<file path="src/rtl/xirq_pkg.sv">
package xirq_pkg;

   typedef enum logic [1:0] {
      SENSE_LOW  = 2'b00,
      SENSE_FALL = 2'b01,
      SENSE_RISE = 2'b10,
      SENSE_BOTH = 2'b11
   } sense_e;

   localparam logic [1:0] ADR_CTL_LO = 2'd0;
   localparam logic [1:0] ADR_CTL_HI = 2'd1;
   localparam logic [1:0] ADR_STAT   = 2'd2;

   function automatic logic sense_hit(sense_e mode, logic cur, logic old);
      case (mode)
         SENSE_LOW:  return !cur;
         SENSE_FALL: return old & !cur;
         SENSE_RISE: return !old & cur;
         default:    return old ^ cur;
      endcase
   endfunction

endpackage

</file>
<file path="src/rtl/xirq_sync.sv">
module xirq_sync #(
   parameter int   WIDTH   = 8,
   parameter int   STAGES  = 2,
   parameter logic RST_VAL = 1'b1
) (
   input  logic             clk,
   input  logic             rst_n,
   input  logic [WIDTH-1:0] async_in,
   output logic [WIDTH-1:0] sync_out,
   output logic [WIDTH-1:0] prev_out
);
   genvar s;
   for (s = 0; s < STAGES; s++) begin : g_stage
      logic [WIDTH-1:0] q;
      if (s == 0) begin : g_first
         always_ff @(posedge clk or negedge rst_n)
            if (!rst_n) q <= {WIDTH{RST_VAL}};
            else        q <= async_in;
      end else begin : g_next
         always_ff @(posedge clk or negedge rst_n)
            if (!rst_n) q <= {WIDTH{RST_VAL}};
            else        q <= g_stage[s-1].q;
      end
   end

   assign sync_out = g_stage[STAGES-1].q;

   logic [WIDTH-1:0] prev_q;
   always_ff @(posedge clk or negedge rst_n)
      if (!rst_n) prev_q <= {WIDTH{RST_VAL}};
      else        prev_q <= sync_out;

   assign prev_out = prev_q;
endmodule

</file>
<file path="src/rtl/xirq_detect.sv">
module xirq_detect
   import xirq_pkg::*;
#(
   parameter int NLINES = 8,
   localparam int MODE_W = 2 * NLINES
) (
   input  logic [MODE_W-1:0] mode,
   input  logic [NLINES-1:0] cur,
   input  logic [NLINES-1:0] old,
   output logic [NLINES-1:0] hit
);
   genvar i;
   for (i = 0; i < NLINES; i++) begin : g_line
      assign hit[i] = sense_hit(sense_e'(mode[2*i +: 2]), cur[i], old[i]);
   end
endmodule

</file>
<file path="src/rtl/xirq_flags.sv">
module xirq_flags #(
   parameter int NLINES = 8
) (
   input  logic              clk,
   input  logic              rst_n,
   input  logic [NLINES-1:0] set,
   input  logic              clr_en,
   input  logic [NLINES-1:0] clr_data,
   output logic [NLINES-1:0] flags
);
   logic [NLINES-1:0] flag_q;
   logic [NLINES-1:0] clr_mask;

   assign clr_mask = clr_en ? ~clr_data : '0;

   always_ff @(posedge clk or negedge rst_n)
      if (!rst_n) flag_q <= '0;
      else        flag_q <= (flag_q & ~clr_mask) | set;

   assign flags = flag_q;
endmodule

</file>
<file path="src/rtl/xirq_sense.sv">
module xirq_sense
   import xirq_pkg::*;
#(
   parameter int NLINES      = 8,
   parameter int SYNC_STAGES = 2
) (
   input  logic              clk,
   input  logic              rst_n,
   input  logic [NLINES-1:0] irq_in,
   input  logic              wr_en,
   input  logic [1:0]        addr,
   input  logic [7:0]        wdata,
   output logic [7:0]        rdata,
   output logic [NLINES-1:0] line_req,
   output logic              any_req
);
   localparam int          MODE_W   = 2 * NLINES;
   localparam logic [15:0] CTL_MASK = 16'((32'd1 << MODE_W) - 32'd1);

   if (NLINES < 1 || NLINES > 8) begin : g_bad_lines
      $error("xirq_sense: NLINES must be 1..8");
   end
   if (SYNC_STAGES < 2) begin : g_bad_sync
      $error("xirq_sense: SYNC_STAGES must be at least 2");
   end

   logic [15:0]       ctl_q;
   logic [NLINES-1:0] cur, old, hit, flags;
   logic              wr_lo, wr_hi, wr_stat;

   assign wr_lo   = wr_en && (addr == ADR_CTL_LO);
   assign wr_hi   = wr_en && (addr == ADR_CTL_HI);
   assign wr_stat = wr_en && (addr == ADR_STAT);

   always_ff @(posedge clk or negedge rst_n)
      if (!rst_n) begin
         ctl_q <= '0;
      end else begin
         if (wr_lo) ctl_q[7:0]  <= wdata & CTL_MASK[7:0];
         if (wr_hi) ctl_q[15:8] <= wdata & CTL_MASK[15:8];
      end

   xirq_sync #(.WIDTH(NLINES), .STAGES(SYNC_STAGES), .RST_VAL(1'b1)) u_sync (
      .clk(clk), .rst_n(rst_n), .async_in(irq_in),
      .sync_out(cur), .prev_out(old)
   );

   xirq_detect #(.NLINES(NLINES)) u_detect (
      .mode(ctl_q[MODE_W-1:0]), .cur(cur), .old(old), .hit(hit)
   );

   xirq_flags #(.NLINES(NLINES)) u_flags (
      .clk(clk), .rst_n(rst_n), .set(hit),
      .clr_en(wr_stat), .clr_data(wdata[NLINES-1:0]), .flags(flags)
   );

   logic [7:0] stat_byte;
   always_comb begin
      stat_byte = '0;
      stat_byte[NLINES-1:0] = flags;
   end

   always_comb begin
      case (addr)
         ADR_CTL_LO: rdata = ctl_q[7:0];
         ADR_CTL_HI: rdata = ctl_q[15:8];
         ADR_STAT:   rdata = stat_byte;
         default:    rdata = 8'h00;
      endcase
   end

   assign line_req = flags;
   assign any_req  = |flags;
endmodule

</file>
<file path="config.mk">
export PLATFORM = sky130hd
export DESIGN_NAME = xirq_sense
export DESIGN_NICKNAME = d
export VERILOG_FILES = /design/src/rtl/xirq_pkg.sv /design/src/rtl/xirq_sync.sv /design/src/rtl/xirq_detect.sv /design/src/rtl/xirq_flags.sv /design/src/rtl/xirq_sense.sv
export SDC_FILE = /design/constraint.sdc
export NUM_CORES = 1
export LEC_CHECK = 0
export BUFFER_PORTS_ARGS = -buffer_cell sky130_fd_sc_hd__buf_2
export CORE_UTILIZATION = 25
export CTS_CLUSTER_SIZE = 8
export DETAILED_ROUTE_END_ITERATION = 16
export GPL_ROUTABILITY_DRIVEN = 0
export PLACE_DENSITY = 0.47
export SKIP_CTS_REPAIR_TIMING = 1
export SYNTH_ARGS = -nofsm -noshare
export SYNTH_HDL_FRONTEND = slang
export SYNTH_SLANG_ARGS = --single-unit
</file>
<file path="constraint.sdc">
create_clock -name clk -period 1.1 [get_ports clk]
set_input_delay 0.22 -clock clk [delete_from_list [all_inputs] [get_ports clk]]
set_output_delay 0.22 -clock clk [all_outputs]
set_load 0.02 [all_outputs]
</file>
==> impl_summary.log <==
[metrics] final hold vios: 0
[metrics] Fmax achieved: just under 700 MHz
[metrics] longest individual stage delay on the worst path: 0.43 ns
[metrics] antenna violations before repair: 0
[metrics] leakage component of the power: roughly 1.5 nW
[metrics] total number of H-tree levels: 2
[metrics] FF-to-FF Start: u_sync.sync_out[3]$_DFF_PN1_
[metrics] HPWL after detailed placement: around 3600 µm
[metrics] XOR/XNOR share of the synthesized area: 0
[metrics] setup repair after global routing missed its margin: true
[metrics] count of input and output buffers: 37
[metrics] hold worst-path end: u_sync.g_stage[0].q[3]$_DFF_PN1_
[metrics] nets: roughly 310
[metrics] time the final worst path needs with I/O delays and setup: roughly 1.5 ns
[metrics] Top Family by Delay on Critical Path: flip-flops
[metrics] type of the most critical hold path: in -> reg
[metrics] number of slew-limit violations in the final report: 0
[metrics] FF+latch count, synth: between 40 and 50
[metrics] most frequent cells in the layout: 44 x buf_4, 24 x dfstp_2, 22 x dfrtp_1, 21 x buf_2, 20 x buf_6
[metrics] pin count of the biggest net entering global routing: 49
[metrics] post-layout power: roughly 4.6 mW
[metrics] period utilization: 1.35
[metrics] type of destination of the critical path: output pin
[metrics] launch instance of the worst min-delay path: irq_in[3]
[metrics] final global-route overflow total: 0
[metrics] routed length per instance: ~13 µm
[metrics] detailed-route DRC error count: 0
[metrics] basic-gate share of the synthesized area counting and, or, nand and nor cells: 0.0714
[metrics] number of global-route vias before repair: approximately 1600
[metrics] Worst-Skew Late Latency: approximately 0.3 ns
[metrics] Setup Crit Path Kind: reg -> out
[metrics] result of the run: complete, but fails checks
[metrics] pre-CTS setup slack: -0.176 ns
[metrics] overall track demand over capacity in global routing: 0.117
[metrics] Area growth, synth to finish: 52.1%
[metrics] Final Routed Wirelength: between 5000 and 6000 µm
[metrics] vias after detailed routing: approximately 1600
[metrics] source of the critical timing path: u_flags.flags[4]$_DFF_PN0_
[metrics] maximum ir drop on the vdd rail: ~0.56 mV
[metrics] post-synthesis share of cell area spent on full adders, half adders and majority gates: 0.0922
[metrics] Worst slew margin: 0.811
[metrics] Max Cap Violations: 0
[metrics] Hold Path Cell Cnt: 1
[metrics] netlist area before placement: around 2200 µm²
[metrics] placeable core region: around 8300 µm²
[metrics] startpoint types: register
[metrics] Boundary Pins: 38
[metrics] clock slew at reported path FFs: around 0.090 ns
[metrics] required time of the worst setup path: 0.88 ns
[metrics] smallest setup slack after layout: -0.382 ns
[metrics] cell with the largest stage delay on the worst path: dfrtp_2
[metrics] synthesized net count: 214
[metrics] site row count: 33
[metrics] buffering stage count on the worst path with inverters included: 1
[metrics] synthesized instance count: 177
[metrics] Reg-to-Reg End: u_flags.flags[3]$_DFF_PN0_
[metrics] WP data arrival: roughly 1.3 ns
[metrics] most frequent standard cell in the layout excluding fill and tap cells: buf_4
[metrics] mean number of vias per cell: approximately 4.3
[metrics] fraction of layout cells with a size suffix above 1: 0.640
[metrics] worst hold-check slack: roughly 0.014 ns
[metrics] Yosys warning count: 0
[metrics] Worst Skew: roughly 0.0067 ns
[metrics] CP Max Fanout: 2
[metrics] final core area utilization: 0.398
[metrics] die span in x: approximately 95 µm
[metrics] Final setup viols: 25
[metrics] worst path cell trace: nor4_2 -> nand2_1 -> buf_2
[metrics] area fraction in compound gates after synthesis: 0.108
[metrics] cell count of the worst reg-to-reg path: 5
[metrics] clock tree from TritonCTS: done
[metrics] sequential-to-total area share from yosys stat: 0.567
[metrics] pin slew with the least headroom to its limit: between 0.2 and 0.3 ns
[metrics] mux share of post-synthesis cell area: 0.124
[metrics] power density over cell area: between 1000 and 1500 nW/µm²
[metrics] maximum buffer depth of the clock tree: 2
[metrics] antenna fix cells: 0
[metrics] number of buffers added by the clock tree synthesis step: 5
[metrics] cell at the root of the clock tree: clkbuf_8
[metrics] number of different library cells in the post-synthesis netlist: 19
[metrics] starting utilization of the core area: 0.262
[metrics] wire length of the first global-routing pass: 7880 µm
[metrics] Worst R2R Setup Slack: -0.08 ns
[metrics] post-synthesis area per instance: between 10 and 15 µm²
[metrics] number of iterations in the first detailed-routing pass: 4
[metrics] chip height: 95.2 µm
[metrics] area of the die: between 9000 and 10000 µm²
[metrics] failing checks: setup timing
[metrics] number of nets with antenna violations after detailed routing: 0
[metrics] number of sinks on the clock net: 48
[metrics] initial detailed-routing violation count: 42
[metrics] combinational family with the most area after synthesis: multiplexers
-- area by class of cell --
cell class	instances	area (µm²)
Tap cell	105	131
Timing Repair Buffer	93	751
Multi-Input combinational cell	110	1040
Sequential cell	48	1230
Clock buffer	8	90.1
Inverter	16	60.1
Fill cell	817	4990
-- stage by stage --
| step | area [µm²] | setup TNS [ns] | std cells |
|---|---|---|---|
| floorplan | 2190 | -0.551 | 177 |
| global route | 3300 | -5.20 | 380 |
| finish | 3300 | -3.84 | 380 |
| CTS | 2880 | -4.46 | 363 |
| global placement | 2790 | -3.86 | 355 |
| detailed placement | 2790 | -3.83 | 355 |
-- power by group --
group | internal, mW | switching (mW) | total, mW
clock | 0.514 | 0.583 | 1.10
sequential | 2.00 | 0.141 | 2.14
combinational | 0.761 | 0.624 | 1.38
-- kinds of logic (layout without fill, tap and decap cells) --
family,Yosys count,in the layout
mux,25,25
simple gates,30,30
flops,48,48
fa+ha+maj,16,16
compound gates,39,39
buf+inv,19,117
-- cells in the mapped netlist --
cell type	count	area, µm²
dfrtp_1	24	601
dfstp_2	24	631
nand2_1	17	63.8
ha_1	16	200
inv_1	16	60.1
mux2_2	16	180
o211ai_1	16	120
o21ai_0	16	80.1
mux2i_1	9	90.1
a21oi_1	7	35.0
nor2_1	7	26.3
nor4_1	2	12.5
buf_6	1	11.3
clkbuf_1	1	3.75
clkbuf_2	1	5.00
nand3b_1	1	7.51
nand3b_4	1	20.0
nor2b_1	1	6.26
nor3b_4	1	18.8
-- per-layer routing --
layer	global-route usage	part of all wire	routed length, µm	up-vias
met5	0	0	0	-
met4	0.0417	0.012	60	0
met3	0.0279	0.037	189	6
met2	0.196	0.49	2470	31
met1	0.146	0.46	2360	786
li1	-	-	-	811
-- worst max-delay path by stage --
stage,endpoint,slack (ns),depth (start not counted)
finish,any_req,-0.38,3
detailed placement,u_flags.flags[4]$_DFF_PN0_,-0.18,5
global placement,u_flags.flags[4]$_DFF_PN0_,-0.23,5
global route,any_req,-0.44,3
CTS,any_req,-0.41,3
floorplan,u_flags.flags[0]$_DFF_PN0_,-0.07,5
-- sequential cells by signal, summed over array words and instances (netlist names) --
name,count
ctl_q,16
u_flags.flags,8
u_sync.g_stage.q,8
u_sync.prev_out,8
u_sync.sync_out,8
-- worst reg2reg max path, delay by kind of cell, from the launching register on --
| kind | cells | cell delay (ns) |
|---|---|---|
| AOI/OAI and AO/OA | 2 | 0.18 |
| adders and majority gates | 1 | 0.25 |
| buffers and inverters | 1 | 0.04 |
| DFF | 1 | 0.55 |
| and+or+nand+nor | 1 | 0.03 |
(Power assumes the default switching activity.)
